[config.mk]
export PLATFORM = sky130hd
export DESIGN_NAME = wp_lock_mgr
export DESIGN_NICKNAME = d
export VERILOG_FILES = /design/src/rtl/wp_pkg.sv /design/src/rtl/wp_range_regs.sv /design/src/rtl/wp_state_array.sv /design/src/rtl/wp_walker.sv /design/src/rtl/wp_lock_mgr.sv
export SDC_FILE = /design/constraint.sdc
export NUM_CORES = 1
export LEC_CHECK = 0
export BUFFER_PORTS_ARGS = -buffer_cell sky130_fd_sc_hd__buf_2
export CAP_MARGIN = 20
export CORE_MARGIN = 5
export CORE_UTILIZATION = 30
export CTS_CLUSTER_DIAMETER = 80
export CTS_CLUSTER_SIZE = 14
export DETAILED_ROUTE_END_ITERATION = 12
export HOLD_SLACK_MARGIN = 0.05
export SLEW_MARGIN = 20
export SYNTH_ARGS = -nofsm -noshare
export SYNTH_HDL_FRONTEND = slang
export SYNTH_SLANG_ARGS = --single-unit
[constraint.sdc]
create_clock -name clk -period 3.4 [get_ports clk]
set_input_delay 0.17 -clock clk [delete_from_list [all_inputs] [get_ports clk]]
set_output_delay 0.17 -clock clk [all_outputs]
set_load 0.005 [all_outputs]
[src/rtl/wp_pkg.sv]
package wp_pkg;

  typedef enum logic [2:0] {
    WP_TIGHT    = 3'b001,
    WP_LOCKED   = 3'b010,
    WP_UNLOCKED = 3'b100
  } wp_code_e;

  typedef enum logic [1:0] {
    ACT_WRITE = 2'd0,
    ACT_SKIP  = 2'd1,
    ACT_HALT  = 2'd2
  } wp_act_e;

  localparam logic [7:0] OP_UNLOCK     = 8'h23;
  localparam logic [7:0] OP_UNLOCK_ALL = 8'h27;
  localparam logic [7:0] OP_LOCK       = 8'h2A;
  localparam logic [7:0] OP_TIGHT      = 8'h2C;

  function automatic logic op_known(input logic [7:0] op);
    return (op == OP_UNLOCK) || (op == OP_UNLOCK_ALL) ||
           (op == OP_LOCK)   || (op == OP_TIGHT);
  endfunction

  function automatic logic [2:0] op_code(input logic [7:0] op);
    logic [2:0] c;
    case (op)
      OP_LOCK:  c = WP_LOCKED;
      OP_TIGHT: c = WP_TIGHT;
      default:  c = WP_UNLOCKED;
    endcase
    return c;
  endfunction

  function automatic wp_act_e step_action(input logic [7:0] op,
                                          input logic [2:0] cur);
    wp_act_e a;
    if (op == OP_TIGHT)
      a = (cur == WP_UNLOCKED) ? ACT_SKIP : ACT_WRITE;
    else
      a = (cur == WP_TIGHT) ? ACT_HALT : ACT_WRITE;
    return a;
  endfunction

endpackage

[src/rtl/wp_range_regs.sv]
module wp_range_regs #(
  parameter int IDX_W      = 6,
  parameter int DATA_W     = 16,
  parameter int RANGE_MASK = 63
) (
  input  logic              clk,
  input  logic              rst_n,
  input  logic              start_wr,
  input  logic              end_wr,
  input  logic [DATA_W-1:0] wdata,
  output logic [IDX_W-1:0]  start_q,
  output logic [IDX_W-1:0]  end_q
);

  localparam logic [DATA_W-1:0] MASK = DATA_W'(RANGE_MASK);

  logic [IDX_W-1:0] masked;
  assign masked = IDX_W'(wdata & MASK);

  always_ff @(posedge clk or negedge rst_n) begin
    if (!rst_n) begin
      start_q <= '0;
      end_q   <= '0;
    end else begin
      if (start_wr) start_q <= masked;
      if (end_wr || start_wr) end_q <= masked;
    end
  end

endmodule

[src/rtl/wp_state_array.sv]
module wp_state_array #(
  parameter int NUM_BLOCKS = 64,
  parameter int IDX_W      = 6
) (
  input  logic             clk,
  input  logic             rst_n,
  input  logic             wr_en,
  input  logic [IDX_W-1:0] wr_idx,
  input  logic [2:0]       wr_code,
  input  logic [IDX_W-1:0] rd_idx,
  output logic [2:0]       rd_code,
  input  logic [IDX_W-1:0] qry_idx,
  output logic [2:0]       qry_code
);

  import wp_pkg::*;

  logic [2:0] mem [NUM_BLOCKS];

  for (genvar g = 0; g < NUM_BLOCKS; g++) begin : g_entry
    always_ff @(posedge clk or negedge rst_n) begin
      if (!rst_n)
        mem[g] <= WP_LOCKED;
      else if (wr_en && (wr_idx == IDX_W'(g)))
        mem[g] <= wr_code;
    end
  end

  always_comb begin
    rd_code  = '0;
    qry_code = '0;
    for (int i = 0; i < NUM_BLOCKS; i++) begin
      if (rd_idx == IDX_W'(i))  rd_code  = mem[i];
      if (qry_idx == IDX_W'(i)) qry_code = mem[i];
    end
  end

endmodule

[src/rtl/wp_walker.sv]
module wp_walker #(
  parameter int NUM_BLOCKS = 64,
  parameter int IDX_W      = 6
) (
  input  logic             clk,
  input  logic             rst_n,
  input  logic             cmd_valid,
  input  logic [7:0]       cmd_op,
  input  logic [IDX_W-1:0] start_idx,
  input  logic [IDX_W-1:0] end_idx,
  input  logic [2:0]       cur_code,
  input  logic             int_ack,
  output logic [IDX_W-1:0] rd_idx,
  output logic             wr_en,
  output logic [IDX_W-1:0] wr_idx,
  output logic [2:0]       wr_code,
  output logic [2:0]       stat_code,
  output logic             busy,
  output logic             done,
  output logic             cmd_err,
  output logic             int_flag,
  output logic             cmd_accept,
  output logic             walk_fin
);

  import wp_pkg::*;

  localparam int CW = IDX_W + 1;
  localparam logic [CW-1:0] LAST  = CW'(NUM_BLOCKS - 1);
  localparam logic [CW-1:0] COUNT = CW'(NUM_BLOCKS);

  logic [7:0]    op_q;
  logic [CW-1:0] idx_q;
  logic [CW-1:0] lim_q;
  logic          past_end;
  logic          oob;
  logic          step_err;
  wp_act_e       act;

  assign past_end   = idx_q > lim_q;
  assign oob        = idx_q >= COUNT;
  assign act        = step_action(op_q, cur_code);
  assign rd_idx     = idx_q[IDX_W-1:0];
  assign wr_idx     = idx_q[IDX_W-1:0];
  assign wr_code    = op_code(op_q);
  assign wr_en      = busy && !past_end && !oob && (act == ACT_WRITE);
  assign step_err   = busy && !past_end && oob;
  assign walk_fin   = busy && (past_end || oob || (act == ACT_HALT));
  assign cmd_accept = cmd_valid && !busy && op_known(cmd_op);

  always_ff @(posedge clk or negedge rst_n) begin
    if (!rst_n) begin
      busy      <= 1'b0;
      op_q      <= '0;
      idx_q     <= '0;
      lim_q     <= '0;
      done      <= 1'b0;
      cmd_err   <= 1'b0;
      int_flag  <= 1'b0;
      stat_code <= WP_LOCKED;
    end else begin
      done <= walk_fin;
      if (cmd_accept) begin
        busy <= 1'b1;
        op_q <= cmd_op;
        if (cmd_op == OP_UNLOCK_ALL) begin
          idx_q <= '0;
          lim_q <= LAST;
        end else begin
          idx_q <= CW'(start_idx);
          lim_q <= CW'(end_idx);
        end
      end else if (busy) begin
        if (walk_fin) busy <= 1'b0;
        else          idx_q <= idx_q + 1'b1;
      end
      if (wr_en) stat_code <= wr_code;
      if (walk_fin)     int_flag <= 1'b1;
      else if (int_ack) int_flag <= 1'b0;
      if (step_err)     cmd_err <= 1'b1;
      else if (int_ack) cmd_err <= 1'b0;
    end
  end

endmodule

[src/rtl/wp_lock_mgr.sv]
module wp_lock_mgr #(
  parameter int NUM_BLOCKS = 64,
  parameter int IDX_W      = $clog2(NUM_BLOCKS),
  parameter int DATA_W     = 16,
  parameter int RANGE_MASK = NUM_BLOCKS - 1
) (
  input  logic              clk,
  input  logic              rst_n,
  input  logic              start_wr,
  input  logic              end_wr,
  input  logic [DATA_W-1:0] addr_wdata,
  output logic [IDX_W-1:0]  start_blk,
  output logic [IDX_W-1:0]  end_blk,
  input  logic              cmd_valid,
  input  logic [7:0]        cmd_op,
  input  logic              int_ack,
  input  logic [IDX_W-1:0]  qry_idx,
  output logic [2:0]        qry_code,
  output logic [DATA_W-1:0] wp_status,
  output logic              busy,
  output logic              done,
  output logic              cmd_err,
  output logic              int_flag
);

  logic [IDX_W-1:0] rd_idx;
  logic [2:0]       rd_code;
  logic             blk_wr_en;
  logic [IDX_W-1:0] blk_wr_idx;
  logic [2:0]       blk_wr_code;
  logic [2:0]       stat_code;
  logic             cmd_accept;
  logic             walk_fin;

  wp_range_regs #(
    .IDX_W(IDX_W), .DATA_W(DATA_W), .RANGE_MASK(RANGE_MASK)
  ) u_range (
    .clk(clk), .rst_n(rst_n), .start_wr(start_wr), .end_wr(end_wr),
    .wdata(addr_wdata), .start_q(start_blk), .end_q(end_blk)
  );

  wp_state_array #(.NUM_BLOCKS(NUM_BLOCKS), .IDX_W(IDX_W)) u_array (
    .clk(clk), .rst_n(rst_n), .wr_en(blk_wr_en), .wr_idx(blk_wr_idx),
    .wr_code(blk_wr_code), .rd_idx(rd_idx), .rd_code(rd_code),
    .qry_idx(qry_idx), .qry_code(qry_code)
  );

  wp_walker #(.NUM_BLOCKS(NUM_BLOCKS), .IDX_W(IDX_W)) u_walk (
    .clk(clk), .rst_n(rst_n), .cmd_valid(cmd_valid), .cmd_op(cmd_op),
    .start_idx(start_blk), .end_idx(end_blk), .cur_code(rd_code),
    .int_ack(int_ack), .rd_idx(rd_idx), .wr_en(blk_wr_en),
    .wr_idx(blk_wr_idx), .wr_code(blk_wr_code), .stat_code(stat_code),
    .busy(busy), .done(done), .cmd_err(cmd_err), .int_flag(int_flag),
    .cmd_accept(cmd_accept), .walk_fin(walk_fin)
  );

  assign wp_status = {{(DATA_W-3){1'b0}}, stat_code};

endmodule

== Yosys cells after proc, flatten, opt, wreduce, memory -nomap -nowiden ==
Cells that the tools add are included.
Word-level totals
  register bits: 233
  bits of input ports: 36
  output and inout port bits: 35
  word-level logic and storage cells: 443
Cells by class
  add/sub/neg operators: 1
  order comparisons: 2
  equality and inequality tests: 136
  multiplexer cells: 143
  reduce and logical (&&, ||, !) cells: 87
Operators by type and width (number)
  == test 6 bit, second input constant: 64
  two-way mux 3 bit: 128
  == test 6 x 5 -> 1 bit, second input constant: 32
  == test 6 x 4 -> 1 bit, second input constant: 16
  logical AND 1 bit: 71
  == test 6 x 3 -> 1 bit, second input constant: 8
  == test 8 x 6 -> 1 bit, second input constant: 6
  == test 6 x 2 -> 1 bit, second input constant: 4
  two-way mux 7 bit: 3
  == test 6 x 1 -> 1 bit, second input constant: 2
  zero test 6 bit: 2
  two-way mux 6 bit: 2
  adder 7 x 1 -> 7 bit, second input constant: 1
  greater-or-equal comparator 7 bit, second input constant: 1
  greater-than comparator 7 bit: 1
  two-way mux 1 bit: 7
  logical OR 1 bit: 6
  case mux 3 bit (2 select lines): 1
  nonzero test 2 bit: 3
  two-way mux 2 bit: 2
  == test 3 x 1 -> 1 bit, second input constant: 1
  == test 3 bit, second input constant: 1
  zero test 1 bit: 3
  == test 2 bit, second input constant: 1
  3 further kinds: 3

== Logic depth before layout (Yosys ltp) ==
  word-level depth: 74
  depth in mapped cells: 17
  mapped depth without buffers: 12

== Hierarchy ==
A second synthesis with hierarchy kept.
Second synthesis, totals
  cells, all modules: 1528
  area total of the unflattened synthesis: 14951.8 um^2
By module, submodules not included
  wp_state_array: times used 1, cells an instance 1340, area an instance 12791.0 um^2, sequential area each 4884.7 um^2
  wp_walker: times used 1, cells an instance 148, area an instance 1570.3 um^2, sequential area each 701.9 um^2
  wp_range_regs: times used 1, cells an instance 26, area an instance 489.2 um^2, sequential area each 300.3 um^2
  wp_lock_mgr: times used 1, cells an instance 14, area an instance 101.3 um^2, sequential area each 0.0 um^2

== Least setup slack after synthesis ==
No wires, ideal clock.
  kind: register to register
  start: register u_walk.idx_q[0]
  end: register u_array.mem[70] in the netlist's numbering
  library setup time: 0.085 ns
  arrival time: 3.432 ns
  required time: 3.315 ns
  setup slack: -0.117 ns
  cell stages (with the launch flop): 15
  path buffers: 2
  clock period less this slack: 3.517 ns
  cells stage by stage: dfrtp_1 -> inv_1 -> ha_1 -> clkbuf_1 -> nor2_1 -> nor3_1 -> or2_2 -> or4_1 -> o2111ai_1 -> o22a_1 -> a21o_1 -> o211ai_2 -> buf_6 -> a21boi_1 -> mux2_1
On the way
  cells in the longest elaborated chain, start to end: 71
  elaborated cells between the ends (all ways): 142
  classes of those cells: 2 x order compare; 65 x eq/ne; 67 x mux; 8 x reduce/logical
RTL lines
  start: declaration: line wp_walker.sv:33  | logic [CW-1:0] idx_q;
  start signal: assignment: line wp_walker.sv:70  | idx_q <= CW'(start_idx);
  start signal: assignment: line wp_walker.sv:75  | else idx_q <= idx_q + 1'b1;
  zero test 6 bit: line wp_state_array.sv:33  | if (rd_idx == IDX_W'(i)) rd_code = mem[i];
  two-way mux 3 bit (64 in a row): line wp_state_array.sv:33
  == test 3 bit / == test 3 x 1 -> 1 bit (equally long branches): line wp_pkg.sv:39, wp_pkg.sv:41
  two-way mux 1 bit / two-way mux 2 bit (equally long branches): line wp_pkg.sv:39, wp_pkg.sv:41
  two-way mux 2 bit: line wp_pkg.sv:38  | if (op == OP_TIGHT)
  zero test 2 bit: line wp_walker.sv:46  | assign wr_en = busy && !past_end && !oob && (act == ACT_WRITE);
  logical AND 1 bit: line wp_walker.sv:46
  logical AND 1 bit (*): line wp_state_array.sv:24  | else if (wr_en && (wr_idx == IDX_W'(g)))
  end signal: indexed assignment: line wp_state_array.sv:25  | mem[g] <= wr_code;
  end: declaration: line wp_state_array.sv:18  | logic [2:0] mem [NUM_BLOCKS];
Every way passes the cells marked *; elsewhere a longest branch is shown, timed or not.
A chain may end at the register's enable or synchronous reset.

== Worst setup path in the final report ==
  start: register u_walk.idx_q[2]
  end: register u_array.mem[158] in the netlist's numbering
Same word-level chain as after synthesis.

==> impl_metrics.json <==
{
  "worstPathArrival_ps": 4540,
  "cp-start-kind": "flop",
  "cts_max_level": 1,
  "clk_transition_reported_paths_ps": 70,
  "gr-usage-all-layers_pct": 26.6,
  "placed_cell_area_um2": 19500,
  "maxCapViolCount": 0,
  "synthMuxAreaShare_pct": 4.74,
  "post-route-period-util_pct": 120,
  "grtUsageMet1_pct": 36.3,
  "cp.required_ps": 3850,
  "async_flop_share_pct": 100,
  "num_vias": 17800,
  "seq_area_frac_synth_pct": 38.5,
  "grt_pass1_vias": 17100,
  "worst_pin_slew_ps": 1020,
  "powerDensity_nw_per_um2": 357,
  "ys_warn_count": 0,
  "rows": 82,
  "cts_max_path_buffers": 3,
  "synth-simple-area-share_pct": 18.9,
  "maxSlewHeadroom_pct": 31.5,
  "synth-main-ff-cell": "dfrtp_1",
  "ant_nets": 0,
  "routedWlPerCell_um": 28.8,
  "grt_first_pass_wirelength_um": 114000,
  "setup_viol": 207,
  "ys_top_cells_by_area": "dfrtp_1 27%, dfstp_2 11%, a2bb2oi_1 6.5%",
  "port_buffers": 47,
  "gp_congestion": 1.05,
  "reg2reg_slack_ps": -690,
  "synth_top_area_share_pct": 27.3,
  "cp_slowest_cell": "a2111o_1",
  "finClkSkew_ps": 16.5,
  "drt_iter0_drc": 2245,
  "syn_to_final_growth_pct": 54.9,
  "grt_max_degree": 92,
  "yosys_register_bits": 232,
  "drive_above_1_share_pct": 46.6,
  "path_cells": "buf_12 -> or3_4 -> a2111oi_4 -> a311oi_1 -> o311ai_1 -> nand4_1 -> a2111o_1 -> a21o_1 -> o211ai_4 -> buf_6 -> buf_12 -> buf_12 -> a21oi_4 -> a2bb2oi_2",
  "totalWireLength_um": 82600,
  "ys_top_cells_by_count": "167 x dfrtp_1, 144 x nor2_1, 135 x nand2_1, 116 x a21oi_1, 114 x a2bb2oi_1",
  "max_stage_delay_ps": 520,
  "cts_tree": "yes",
  "synthCells": 1722,
  "cp_common_cell": "buf_12",
  "path_class": "reg -> reg",
  "slew_viol_final": 0,
  "cts_sinks": 232,
  "layout_min_cycle_time_ps": 4090,
  "die_h_um": 236,
  "vias_per_cell": 6.22,
  "core_um2": 50300,
  "n_fill_cell": 4730,
  "violations": "negative setup slack",
  "numCtsBuffers": 25,
  "use_met3_pct": 5.01,
  "holdCritPathClass": "in -> async",
  "clock_latency_ps": 580,
  "fin_ws_ps": -690,
  "post-route-drc-count": 0,
  "ctsRootBufferMaster": "clkbuf_16",
  "synth_xor_xnor_area_share_pct": 0.0573,
  "status": "complete, but fails checks",
  "dr.pass1.iters": 6,
  "synth_compound_gate_area_share_pct": 30.1,
  "synth_top_cell_by_area": "dfrtp_1",
  "ios": 71,
  "critPathCaptureType": "flop",
  "clock.fmax_ghz": 0.245,
  "rsz0062_at_grt": "yes",
  "critical-path-top-delay-family": "compound AO/OA/AOI/OAI gates",
  "cp_max_fo": 26,
  "holdWs_ps": 123,
  "start_util_pct": 30.4,
  "final_area_um2": 23700,
  "peakVddDrop_uv": 368,
  "dp_hpwl_um": 57000,
  "synth_top_family_by_area": "compound AO/OA/AOI/OAI gates",
  "die_x_um": 236,
  "top_usage_layer": "met2",
  "synth.cell_area_um2": 15300,
  "post-route-util_pct": 47.1,
  "yosysMostFrequentCell": "dfrtp_1",
  "nets": 2219,
  "critPathBufInv": 4,
  "grt_use_met2_pct": 40.5,
  "final_hold_viol_count": 0,
  "p_leak_nw": 9.45,
  "synthAdderAreaFrac_pct": 0.818,
  "die_area_um2": 55600,
  "antenna_found_initial": 2,
  "gr-total-overflow": 0,
  "setup-tns-final_ps": -122240,
  "yosys.cell_types.count": 96,
  "syn_area_per_cell_um2": 8.88,
  "synth_edf_count": 0
}
[power breakdown]
| part | internal (mW) | total [mW] | switching, mW |
|---|---|---|---|
| combinational | 1.20 | 2.84 | 1.64 |
| clock | 1.42 | 2.73 | 1.32 |
| sequential | 2.83 | 2.89 | 0.0614 |
[cells in the final DEF, fill, tap and decap left out, drive strengths merged, types with 12 or more instances in the layout]
| cell | count |
|---|---|
| o32ai | 14 |
| nand3 | 54 |
| conb | 13 |
| a31oi | 13 |
| dfrtp | 167 |
| inv | 79 |
| buf | 536 |
| nand2b | 23 |
| a2bb2oi | 133 |
| and3 | 13 |
| nor4 | 15 |
| o22ai | 78 |
| mux2 | 27 |
| nor2b | 24 |
| nor3 | 49 |
| dlygate4sd3 | 15 |
| nor2 | 144 |
| o21ai | 74 |
| or2 | 12 |
| clkbuf | 47 |
| a2111oi | 16 |
| dfstp | 65 |
| o211ai | 17 |
| a21oi | 118 |
| a211oi | 19 |
| nand3b | 15 |
| nand2 | 135 |
| mux2i | 33 |
[worst register-to-register path: stages (launching register included)]
cell and delay [ps]:
dfrtp_2 460, buf_12 190, or3_4 470, a2111oi_4 360, a311oi_1 90, o311ai_1 280
nand4_1 270, a2111o_1 520, a21o_1 260, o211ai_4 290, buf_6 160, buf_12 160
buf_12 200, a21oi_4 90, a2bb2oi_2 150
[routing by layer]
| layer | vias up | wire [um] |
|---|---|---|
| met1 | 8745 | 32200 |
| li1 | 7428 | - |
| met4 | 2 | 6250 |
| met3 | 368 | 9130 |
| met2 | 1264 | 35000 |
| met5 | - | 7 |
[sequential cells by signal, summed over array words and instances, names as in the netlist]
name / flops
u_array.mem: 192
u_walk.op_q: 8
u_walk.idx_q: 7
u_range.end_q: 6
u_range.start_q: 6
u_walk.lim_q: 6
u_walk.stat_code: 3
u_walk.busy: 1
u_walk.cmd_err: 1
u_walk.done: 1
u_walk.int_flag: 1
[metrics by stage]
step	instances	setup slack [ps]	power, mW
final	2864	-690	8.46
after global routing	2863	-733	8.68
after CTS	2821	-543	8.26
after detailed placement	2737	-817	5.28
after global placement	2737	-774	5.28
after floorplan	1734	-7.21	3.99
[kinds of logic after synthesis]
kind of cell    Yosys count
other cells               1
fa+ha+maj                10
mux                      64
buf+inv                 228
flops                   232
simple gates            562
compound gates          624
xor+xnor                  1
[final timing paths]
check,end,start,cells after the start
setup / recovery,u_array.mem[158],u_walk.idx_q[2],14
hold / removal,u_walk.op_q[5],rst_n,2
setup reg to reg,u_array.mem[158],u_walk.idx_q[2],14
hold reg to reg,u_walk.op_q[5],u_walk.op_q[5],1
max in group asynchronous,u_array.mem[190],rst_n,3
min in group clk,u_walk.op_q[4],cmd_valid,4
[layout make-up]
class                      instances  area (um2)  share of cell area (%)
inverter                          76         294                    1.24
clock inverter                    11         108                   0.454
sequential                       232        5890                    24.9
antenna                            1        2.50                  0.0106
tap                              672         841                    3.55
multi-input combinational       1274       10700                    45.2
timing repair buffer             564        5160                    21.8
clock buffer                      34         669                    2.83
[repair_timing]
item	4_1_cts	5_1_grt
setup buffers	21	24
resized for setup	117	317
gates cloned	7	18
pin swaps	33	54
hold endpoints to repair	92	0
endpoints found under the setup margin	206	207
hold buffers	15	0
(Power assumes the default switching activity.)
